File: src/rtl/irq_enc_pkg.sv
package irq_enc_pkg;
  localparam int unsigned WORD_W   = 32;
  localparam int unsigned ADDR_W   = 3;
  localparam int unsigned CRIT_N   = 4;
  localparam int unsigned MAIN_N   = 17;
  localparam int unsigned PER_MAX  = 32;
  localparam int unsigned IDX_W    = 5;
  localparam int unsigned PRI_W    = 2;
  localparam int unsigned PRI_PER_WORD = WORD_W / PRI_W;

  // status word layout, decoded by software
  localparam int unsigned CRIT_VLD = 10;
  localparam int unsigned CRIT_LSB = 8;
  localparam int unsigned CRIT_W   = 2;
  localparam int unsigned MAIN_VLD = 21;
  localparam int unsigned MAIN_LSB = 16;
  localparam int unsigned PER_VLD  = 29;
  localparam int unsigned PER_LSB  = 24;

  localparam int unsigned CRIT_BOOST = 2;
  localparam int unsigned MAIN_BOOST = 4;

  localparam int unsigned MAIN_MASK_TOP = 16;
  localparam int unsigned PER_MASK_TOP  = 31;
  localparam logic [WORD_W-1:0] MAIN_MASK_RST = 32'h0001_0fff;
  localparam logic [WORD_W-1:0] PER_MASK_RST  = 32'h7fff_fc00;

  typedef enum logic [PRI_W-1:0] {
    PRI_NORMAL = 2'd0,
    PRI_MEDIUM = 2'd1,
    PRI_HIGH   = 2'd2,
    PRI_RSVD   = 2'd3
  } pri_e;

  typedef enum logic [ADDR_W-1:0] {
    ADR_STATUS    = 3'd0,
    ADR_MAIN_MASK = 3'd1,
    ADR_PER_MASK  = 3'd2,
    ADR_PRI_BASE  = 3'd3
  } reg_sel_e;

  typedef struct packed {
    logic             vld;
    logic [IDX_W-1:0] idx;
  } grp_t;

  function automatic logic [WORD_W-1:0] pack_status(grp_t c, grp_t m, grp_t p);
    logic [WORD_W-1:0] w;
    w = '0;
    w[CRIT_VLD] = c.vld;
    w[CRIT_LSB +: CRIT_W] = c.idx[CRIT_W-1:0];
    w[MAIN_VLD] = m.vld;
    w[MAIN_LSB +: IDX_W] = m.idx;
    w[PER_VLD] = p.vld;
    w[PER_LSB +: IDX_W] = p.idx;
    return w;
  endfunction
endpackage

File: src/rtl/irq_prio_enc.sv
module irq_prio_enc #(
  parameter int unsigned N     = 8,
  parameter int unsigned OUT_W = 5
) (
  input  logic [N-1:0]     req_i,
  output logic             vld_o,
  output logic [OUT_W-1:0] idx_o
);
  // lowest index wins
  always_comb begin
    vld_o = |req_i;
    idx_o = '0;
    for (int i = N - 1; i >= 0; i--) begin
      if (req_i[i]) idx_o = OUT_W'(i);
    end
  end
endmodule

File: src/rtl/irq_reg_bank.sv
module irq_reg_bank
  import irq_enc_pkg::*;
#(
  parameter int unsigned NUM_PER = 24
) (
  input  logic                            clk_i,
  input  logic                            rst_ni,
  input  logic [ADDR_W-1:0]               addr_i,
  input  logic                            we_i,
  input  logic [WORD_W-1:0]               wdata_i,
  input  logic [WORD_W-1:0]               status_i,
  output logic [WORD_W-1:0]               rdata_o,
  output logic [MAIN_N-1:0]               main_en_o,
  output logic [NUM_PER-1:0]              per_en_o,
  output logic [NUM_PER-1:0][PRI_W-1:0]   per_pri_o
);
  localparam int unsigned PER_MASK_LO = PER_MASK_TOP + 1 - NUM_PER;
  localparam int unsigned PRI_WORDS   = (NUM_PER + PRI_PER_WORD - 1) / PRI_PER_WORD;

  logic [MAIN_MASK_TOP:0]           main_mask_q;
  logic [PER_MASK_TOP:PER_MASK_LO]  per_mask_q;
  logic [PRI_W-1:0]                 pri_q [NUM_PER];
  logic [WORD_W-1:0]                pri_word [PRI_WORDS];
  logic [WORD_W-1:0]                per_mask_rd;

  always_ff @(posedge clk_i or negedge rst_ni) begin
    if (!rst_ni) begin
      main_mask_q <= MAIN_MASK_RST[MAIN_MASK_TOP:0];
    end else if (we_i && addr_i == ADR_MAIN_MASK) begin
      main_mask_q <= wdata_i[MAIN_MASK_TOP:0];
    end
  end

  always_ff @(posedge clk_i or negedge rst_ni) begin
    if (!rst_ni) begin
      per_mask_q <= PER_MASK_RST[PER_MASK_TOP:PER_MASK_LO];
    end else if (we_i && addr_i == ADR_PER_MASK) begin
      per_mask_q <= wdata_i[PER_MASK_TOP:PER_MASK_LO];
    end
  end

  for (genvar n = 0; n < NUM_PER; n++) begin : g_pri
    localparam int unsigned WSEL = n / PRI_PER_WORD;
    localparam int unsigned SLOT = n % PRI_PER_WORD;
    always_ff @(posedge clk_i or negedge rst_ni) begin
      if (!rst_ni) begin
        pri_q[n] <= PRI_NORMAL;
      end else if (we_i && addr_i == ADDR_W'(ADR_PRI_BASE) + ADDR_W'(WSEL)) begin
        pri_q[n] <= wdata_i[SLOT*PRI_W +: PRI_W];
      end
    end
    assign per_pri_o[n] = pri_q[n];
    assign per_en_o[n]  = ~per_mask_q[PER_MASK_TOP - n];
  end

  for (genvar n = 0; n < MAIN_N; n++) begin : g_main_en
    assign main_en_o[n] = ~main_mask_q[MAIN_MASK_TOP - n];
  end

  always_comb begin
    for (int w = 0; w < PRI_WORDS; w++) pri_word[w] = '0;
    for (int n = 0; n < NUM_PER; n++) begin
      pri_word[n / PRI_PER_WORD][(n % PRI_PER_WORD)*PRI_W +: PRI_W] = pri_q[n];
    end
  end

  always_comb begin
    per_mask_rd = '0;
    per_mask_rd[PER_MASK_TOP:PER_MASK_LO] = per_mask_q;
  end

  always_comb begin
    rdata_o = '0;
    if (addr_i == ADR_STATUS)    rdata_o = status_i;
    if (addr_i == ADR_MAIN_MASK) rdata_o = WORD_W'(main_mask_q);
    if (addr_i == ADR_PER_MASK)  rdata_o = per_mask_rd;
    for (int w = 0; w < PRI_WORDS; w++) begin
      if (addr_i == ADDR_W'(ADR_PRI_BASE) + ADDR_W'(w)) rdata_o = pri_word[w];
    end
  end
endmodule

File: src/rtl/irq_boost_split.sv
module irq_boost_split
  import irq_enc_pkg::*;
#(
  parameter int unsigned NUM_PER = 24
) (
  input  logic [NUM_PER-1:0]             pend_i,
  input  logic [NUM_PER-1:0][PRI_W-1:0]  pri_i,
  output logic [NUM_PER-1:0]             hi_o,
  output logic [NUM_PER-1:0]             med_o
);
  for (genvar n = 0; n < NUM_PER; n++) begin : g_cls
    assign hi_o[n]  = pend_i[n] && (pri_i[n] == PRI_HIGH);
    assign med_o[n] = pend_i[n] && (pri_i[n] == PRI_MEDIUM);
  end
endmodule

File: src/rtl/irq_status_enc.sv
module irq_status_enc
  import irq_enc_pkg::*;
#(
  parameter int unsigned NUM_PER = 24
) (
  input  logic                 clk_i,
  input  logic                 rst_ni,
  input  logic [CRIT_N-1:0]    crit_req_i,
  input  logic [MAIN_N-1:0]    main_req_i,
  input  logic [NUM_PER-1:0]   per_req_i,
  input  logic [ADDR_W-1:0]    reg_addr_i,
  input  logic                 reg_we_i,
  input  logic [WORD_W-1:0]    reg_wdata_i,
  output logic [WORD_W-1:0]    reg_rdata_o,
  output logic [WORD_W-1:0]    status_o
);
  logic [MAIN_N-1:0]             main_en;
  logic [NUM_PER-1:0]            per_en;
  logic [NUM_PER-1:0][PRI_W-1:0] per_pri;
  logic [CRIT_N-1:0]             crit_live;
  logic [MAIN_N-1:0]             main_live;
  logic [NUM_PER-1:0]            per_live, per_hi, per_med;
  logic                          crit_vld, main_vld, all_vld, hi_vld, med_vld;
  logic [IDX_W-1:0]              crit_idx, main_idx, all_idx, hi_idx, med_idx;
  grp_t                          crit_g, main_g, per_g;
  logic [WORD_W-1:0]             status_q;

  irq_reg_bank #(.NUM_PER(NUM_PER)) u_regs (
    .clk_i     (clk_i),
    .rst_ni    (rst_ni),
    .addr_i    (reg_addr_i),
    .we_i      (reg_we_i),
    .wdata_i   (reg_wdata_i),
    .status_i  (status_q),
    .rdata_o   (reg_rdata_o),
    .main_en_o (main_en),
    .per_en_o  (per_en),
    .per_pri_o (per_pri)
  );

  // reserved codes are never produced by genuine sources
  always_comb begin
    crit_live = crit_req_i;
    crit_live[CRIT_BOOST] = 1'b0;
    main_live = main_req_i & main_en;
    main_live[MAIN_BOOST] = 1'b0;
    per_live  = per_req_i & per_en;
  end

  irq_boost_split #(.NUM_PER(NUM_PER)) u_split (
    .pend_i (per_live),
    .pri_i  (per_pri),
    .hi_o   (per_hi),
    .med_o  (per_med)
  );

  irq_prio_enc #(.N(CRIT_N), .OUT_W(IDX_W)) u_enc_crit (
    .req_i (crit_live), .vld_o (crit_vld), .idx_o (crit_idx)
  );
  irq_prio_enc #(.N(MAIN_N), .OUT_W(IDX_W)) u_enc_main (
    .req_i (main_live), .vld_o (main_vld), .idx_o (main_idx)
  );
  irq_prio_enc #(.N(NUM_PER), .OUT_W(IDX_W)) u_enc_all (
    .req_i (per_live), .vld_o (all_vld), .idx_o (all_idx)
  );
  irq_prio_enc #(.N(NUM_PER), .OUT_W(IDX_W)) u_enc_hi (
    .req_i (per_hi), .vld_o (hi_vld), .idx_o (hi_idx)
  );
  irq_prio_enc #(.N(NUM_PER), .OUT_W(IDX_W)) u_enc_med (
    .req_i (per_med), .vld_o (med_vld), .idx_o (med_idx)
  );

  always_comb begin
    crit_g = '0;
    if (crit_vld)    crit_g = '{vld: 1'b1, idx: crit_idx};
    else if (hi_vld) crit_g = '{vld: 1'b1, idx: IDX_W'(CRIT_BOOST)};

    main_g = '0;
    if (main_vld)                main_g = '{vld: 1'b1, idx: main_idx};
    else if (med_vld && !hi_vld) main_g = '{vld: 1'b1, idx: IDX_W'(MAIN_BOOST)};

    per_g = '0;
    if (hi_vld)       per_g = '{vld: 1'b1, idx: hi_idx};
    else if (med_vld) per_g = '{vld: 1'b1, idx: med_idx};
    else if (all_vld) per_g = '{vld: 1'b1, idx: all_idx};
  end

  always_ff @(posedge clk_i or negedge rst_ni) begin
    if (!rst_ni) status_q <= '0;
    else         status_q <= pack_status(crit_g, main_g, per_g);
  end

  assign status_o = status_q;
endmodule

File: config.mk
export PLATFORM = sky130hd
export DESIGN_NAME = irq_status_enc
export DESIGN_NICKNAME = d
export VERILOG_FILES = /design/src/rtl/irq_enc_pkg.sv /design/src/rtl/irq_prio_enc.sv /design/src/rtl/irq_reg_bank.sv /design/src/rtl/irq_boost_split.sv /design/src/rtl/irq_status_enc.sv
export SDC_FILE = /design/constraint.sdc
export NUM_CORES = 1
export LEC_CHECK = 0
export ABC_AREA = 1
export ABC_CLOCK_PERIOD_IN_PS = 3300
export CAP_MARGIN = 5
export CORE_ASPECT_RATIO = 1.25
export CORE_UTILIZATION = 57
export CTS_CLUSTER_DIAMETER = 200
export CTS_CLUSTER_SIZE = 24
export DETAILED_ROUTE_END_ITERATION = 6
export PLACE_DENSITY = 0.87
export SLEW_MARGIN = 20
export SYNTH_ARGS = -nofsm -noshare
export SYNTH_HDL_FRONTEND = slang
export SYNTH_HIERARCHICAL = 1
export SYNTH_SLANG_ARGS = --single-unit
File: constraint.sdc
create_clock -name clk_i -period 3.3 [get_ports clk_i]
set_clock_uncertainty 0.2 [all_clocks]
set_input_delay 0.33 -clock clk_i [delete_from_list [all_inputs] [get_ports clk_i]]
set_output_delay 0.33 -clock clk_i [all_outputs]
set_load 0.05 [all_outputs]
# Word level (Yosys, flattened, before mapping)
# Cells that the tools add are included.
[word_totals] register_bits=104 in_bits=83 out_inout_bits=64 elab_cells=285
[op_classes] n_mux=103 n_eq_ne=52 reduce_logical=60 bitwise=43
[op_table] cell="5-bit two-way mux" count=88
[op_table] cell="32-bit two-way mux" count=3
[op_table] cell="24-bit OR reduction" count=3
[op_table] cell="30-bit two-way mux" count=2
[op_table] cell="1-bit logical AND" count=53
[op_table] cell="2-bit by 1-bit == test with 1-bit output, second input constant" count=24
[op_table] cell="2-bit == test, second input constant" count=24
[op_table] cell="6-bit two-way mux" count=7
[op_table] cell="1-bit inverter" count=41
[op_table] cell="24-bit bitwise AND" count=1
[op_table] cell="17-bit bitwise AND" count=1
[op_table] cell="16-bit OR reduction" count=1
[op_table] cell="3-bit by 2-bit == test with 1-bit output, second input constant" count=2
[op_table] cell="2-bit two-way mux" count=3
[op_table] cell="3-bit by 1-bit == test with 1-bit output, second input constant" count=1
[op_table] cell="3-bit == test, second input constant" count=1
[op_table] cell="3-bit zero test" count=1
[op_table] cell="3-bit OR reduction" count=1
[op_table] cell="1-bit zero test" count=1

# Depth between registers and ports, before layout
[logic_depth] word_depth=29 mapped_depth=30

# Modules after synthesis
# Netlist, hierarchy kept.
[modules_own_cells] mod="irq_reg_bank" n_inst=1 area_per_inst_um2=4461.8 cells_per_inst=563 seq_area_each_um2=2269.7
[modules_own_cells] mod="irq_status_enc" n_inst=1 area_per_inst_um2=1044.8 cells_per_inst=166 seq_area_each_um2=375.4
[modules_own_cells] mod="irq_prio_enc (u_enc_all ...)" n_inst=3 area_per_inst_um2=322.8 cells_per_inst=79 seq_area_each_um2=0.0
[modules_own_cells] mod="irq_boost_split" n_inst=1 area_per_inst_um2=360.3 cells_per_inst=96 seq_area_each_um2=0.0
[modules_own_cells] mod="irq_prio_enc (u_enc_main)" n_inst=1 area_per_inst_um2=226.5 cells_per_inst=52 seq_area_each_um2=0.0
[modules_own_cells] mod="irq_prio_enc (u_enc_crit)" n_inst=1 area_per_inst_um2=72.6 cells_per_inst=13 seq_area_each_um2=0.0

# Worst setup path after synthesis
# Ideal clock, no wire load.
[synth_timing] path_type="input -> output" from="input reg_addr_i[0]" to="output reg_rdata_o[21]" setup_slack_ps=1098 required_ps=2770 arrival_time_ps=1672 stages=5 path_cell_list="buf_4 -> nor2_4 -> nand2_4 -> clkbuf_1 -> o211ai_1"
[synth_between] elab_chain_cells=6
[synth_rtl] element="start, declared" line_no="irq_status_enc.sv:11" rtl="input logic [ADDR_W-1:0] reg_addr_i,"
[synth_rtl] element="3-bit zero test" line_no="irq_reg_bank.sv:74" rtl="if (addr_i == ADR_STATUS) rdata_o = status_i;"
[synth_rtl] element="30-bit two-way mux" line_no="irq_reg_bank.sv:74"
[synth_rtl] element="30-bit two-way mux" line_no="irq_reg_bank.sv:75" rtl="if (addr_i == ADR_MAIN_MASK) rdata_o = WORD_W'(main_mask_q);"
[synth_rtl] element="32-bit two-way mux" line_no="irq_reg_bank.sv:76" rtl="if (addr_i == ADR_PER_MASK) rdata_o = per_mask_rd;"
[synth_rtl] element="32-bit two-way mux" line_no="irq_reg_bank.sv:78" rtl="if (addr_i == ADDR_W'(ADR_PRI_BASE) + ADDR_W'(w)) rdata_o = pri_word[w];"
[synth_rtl] element="32-bit two-way mux *" line_no="irq_reg_bank.sv:78"
[synth_rtl] element="end, declared" line_no="irq_status_enc.sv:14" rtl="output logic [WORD_W-1:0] reg_rdata_o,"
# Mark *: on every way between the ends. The rest lies on a longest branch, timed or not.

# Final worst setup path
[layout_timing] from="input reg_addr_i[1]" to="output reg_rdata_o[23]"
[layout_between] elab_chain_cells=5
[layout_rtl] element="3-bit by 1-bit == test with 1-bit output" line_no="irq_reg_bank.sv:75"
[layout_rtl] element="30-bit two-way mux" line_no="irq_reg_bank.sv:75"
[layout_rtl] element="32-bit two-way mux" line_no="irq_reg_bank.sv:76"
[layout_rtl] element="32-bit two-way mux" line_no="irq_reg_bank.sv:78"
[layout_rtl] element="32-bit two-way mux *" line_no="irq_reg_bank.sv:78"
# Marks and branches as above.

==> results_tabular.tex <==
\begin{tabular}{lr}
\hline
Metric & Value \\
\hline
\multicolumn{2}{l}{\textbf{Global route}} \\
Leftover overflow at the end of global routing & 0 \\
GRT Overall Usage & 0.332 \\
Wire length of the first global-routing pass & between 30,000 and 40,000 um \\
Pin count of the biggest net entering global routing & 75 \\
Number of global-route vias before repair & a little over 7,000 \\
Initial antenna violation count & 0 \\
\multicolumn{2}{l}{\textbf{STA}} \\
Hold violation total from the final report & 0 \\
Post-layout min period & approximately 2.8 ns \\
Setup tns final & 0 ns \\
Final worst-path cycle share & 0.849 \\
Unrepaired setup endpoints after global routing & no \\
Transition time of the tightest slew-check pin & between 0.9 and 1 ns \\
Final number of max-transition violations & 0 \\
Achievable clock frequency & between 300 and 400 MHz \\
Worst slew margin relative to its limit & 0.371 \\
Number of failing setup endpoints in the final timing report & 0 \\
Worst hold margin & 0.275 ns \\
\multicolumn{2}{l}{\textbf{Drt}} \\
Pre-Repair DR Iteration Count & 7 \\
Starting DRT DRC Count & between 600 and 700 \\
Final wirelength & between 20,000 and 25,000 um \\
Vias & approximately 7,400 \\
Number of nets still failing antenna checks after routing & 0 \\
Number of remaining DRC errors & 0 \\
Average routed wire per standard cell & about 14 um \\
Via density per instance & between 5 and 6 \\
\multicolumn{2}{l}{\textbf{Placement}} \\
\# port buffers & about 130 \\
Final estimated routing congestion in global placement & between 0.9 and 1 \\
Post-DP HPWL & around 15,000 um \\
Number of instances in the placed design & between 1,000 and 1,500 \\
\multicolumn{2}{l}{\textbf{CTS}} \\
Number of buffers created by CTS & 9 \\
Clock latency of the later-clocked register in the worst-skew pair & between 0.3 and 0.4 ns \\
Count of buffers added by post-CTS timing repair for setup & 0 \\
Clock tree root buffer cell & sky130\_fd\_sc\_hd\_\_clkbuf\_16 \\
Longest Clk Path Bufs & 2 \\
Clock H-tree levels & 3 \\
CTS clk-pin slew, worst paths & 0.07 ns \\
Clock Sinks & 104 \\
TritonCTS clock tree & built \\
\multicolumn{2}{l}{\textbf{Final layout}} \\
Post-route core utilization & 0.748 \\
Fraction of final layout cells with drive strength greater than 1 & 0.104 \\
Cell Count, Final, Fillers Out & $\sim$1,400 \\
Final net count & between 1,000 and 1,500 \\
Antenna fix cells & 0 \\
Synth-to-Final Area Change & 28.0\% \\
\multicolumn{2}{l}{\textbf{Synth}} \\
Count of warnings emitted by yosys & 6 \\
Mapped Cells & about 1,100 \\
Post-Synthesis Cell Area & 7100 sq um \\
Synthesized area per cell & $\sim$6.3 sq um \\
\multicolumn{2}{l}{\textbf{Power}} \\
Power per unit of standard cell area & about 520 nW/um\^{}2 \\
Overall Power & 0.00476 W \\
IR Drop Worst-Case VDD & 0.433 mV \\
Leakage power summed over all cells & $\sim$4.8 nW \\
\multicolumn{2}{l}{\textbf{Setup path}} \\
Data arrival time of the critical path & around 2.3 ns \\
Worst Path Required & roughly 2.8 ns \\
Setup CP Type & input pin to output port \\
Capturing element type of the critical path & output port \\
Startpoint type of the worst setup path & input pin \\
Peak fanout along the critical path & 16 \\
\multicolumn{2}{l}{\textbf{Worst hold path}} \\
Worst hold path type & register to register \\
\multicolumn{2}{l}{\textbf{Die}} \\
DIE HEIGHT & roughly 130 um \\
Top-level I/O count & 147 \\
DIE WIDTH & between 100 and 150 um \\
Initial core utilization & 0.584 \\
Overall die area & $\sim$13,000 sq um \\
Number of standard-cell rows in the floorplan & 45 \\
Floorplan Core Area & 12,200 sq um \\
\multicolumn{2}{l}{\textbf{Run status}} \\
Outcome & completed \\
\multicolumn{2}{l}{\textbf{Job}} \\
Maximum capacitance violations & 0 \\
\hline
\end{tabular}
==> state kept, by name, indices dropped and copies added (netlist names) <==
name	count
status_o	15
u_regs/main_mask_q	17
u_regs/per_mask_q	24
u_regs/per_pri_o	48
==> metal layers <==
layer  GRT usage  routed length (um)  vias to the layer above
li1            -                   -                     3611
met1       0.400                7930                     3343
met2       0.573                9960                      339
met3      0.0446                1350                       59
met4       0.168                 884                        0
met5           0                   0                        -
==> final cells by class <==
type / instances / area, sq um
multi-input combinational: 782 / 3420
clock buffer: 13 / 260
clock inverter: 3 / 42.5
fill: 985 / 3070
timing repair buffer: 136 / 1670
tap: 164 / 205
sequential: 104 / 2650
inverter: 225 / 850
==> final timing paths <==
| check | end | depth (start not counted) | from | slack [ns] |
|---|---|---|---|---|
| min | u_regs/per_mask_q[24]$_DFFE_PN1P_ | 2 | u_regs/per_mask_q[24]$_DFFE_PN1P_ | 0.27 |
| min in group asynchronous | status_o[20]$_DFF_PN0_ | 2 | rst_ni | 0.44 |
| max reg2reg | status_o[24]$_DFF_PN0_ | 29 | u_regs/per_mask_q[10]$_DFFE_PN1P_ | 0.63 |
| max in group asynchronous | u_regs/per_mask_q[28]$_DFFE_PN1P_ | 3 | rst_ni | 1.55 |
| max | reg_rdata_o[23] | 7 | reg_addr_i[1] | 0.50 |
| min reg2reg | u_regs/per_mask_q[24]$_DFFE_PN1P_ | 2 | u_regs/per_mask_q[24]$_DFFE_PN1P_ | 0.27 |
==> metrics by stage <==
stage	worst slack (ns)	cell area [sq um]
after floorplan	1.10	7240
after global placement	0.447	8780
after detailed placement	0.422	8780
after CTS	0.512	9100
after global routing	0.263	9100
final	0.500	9100
==> power by group <==
group	switching (W)	internal (W)
Sequential	0.000238	0.00157
Combinational	0.00118	0.000681
Clock	0.000460	0.000629
Total	0.00187	0.00288
==> critical path: stages <==
cell,delay [ns]
sky130_fd_sc_hd__clkdlybuf4s50_1,0.89
sky130_fd_sc_hd__nand2_1,0.21
sky130_fd_sc_hd__nor2_4,0.13
sky130_fd_sc_hd__buf_4,0.24
sky130_fd_sc_hd__nand2_1,0.09
sky130_fd_sc_hd__o211ai_1,0.18
sky130_fd_sc_hd__buf_12,0.18
==> what timing repair did <==
action                                 in CTS  in global routing
gates resized for setup                     0                  0
hold buffers                                1                  0
endpoints found under the hold margin      47                  0
==> layout by cell type (no fill, tap or decap), types with 9 or more instances in the layout <==
| cell | n |
|---|---|
| sky130_fd_sc_hd__clkdlybuf4s50_1 | 94 |
| sky130_fd_sc_hd__inv_1 | 214 |
| sky130_fd_sc_hd__conb_1 | 37 |
| sky130_fd_sc_hd__dfrtp_1 | 70 |
| sky130_fd_sc_hd__buf_12 | 33 |
| sky130_fd_sc_hd__o21ai_2 | 11 |
| sky130_fd_sc_hd__nor2_1 | 101 |
| sky130_fd_sc_hd__o21ai_1 | 50 |
| sky130_fd_sc_hd__nand2_1 | 423 |
| sky130_fd_sc_hd__nand3_1 | 49 |
| sky130_fd_sc_hd__o211ai_1 | 15 |
| sky130_fd_sc_hd__nand4_1 | 9 |
| sky130_fd_sc_hd__clkbuf_16 | 9 |
| sky130_fd_sc_hd__inv_2 | 9 |
| sky130_fd_sc_hd__dfstp_2 | 34 |
| sky130_fd_sc_hd__o21ai_0 | 39 |
Note: power is estimated with default switching activity, not from simulation.
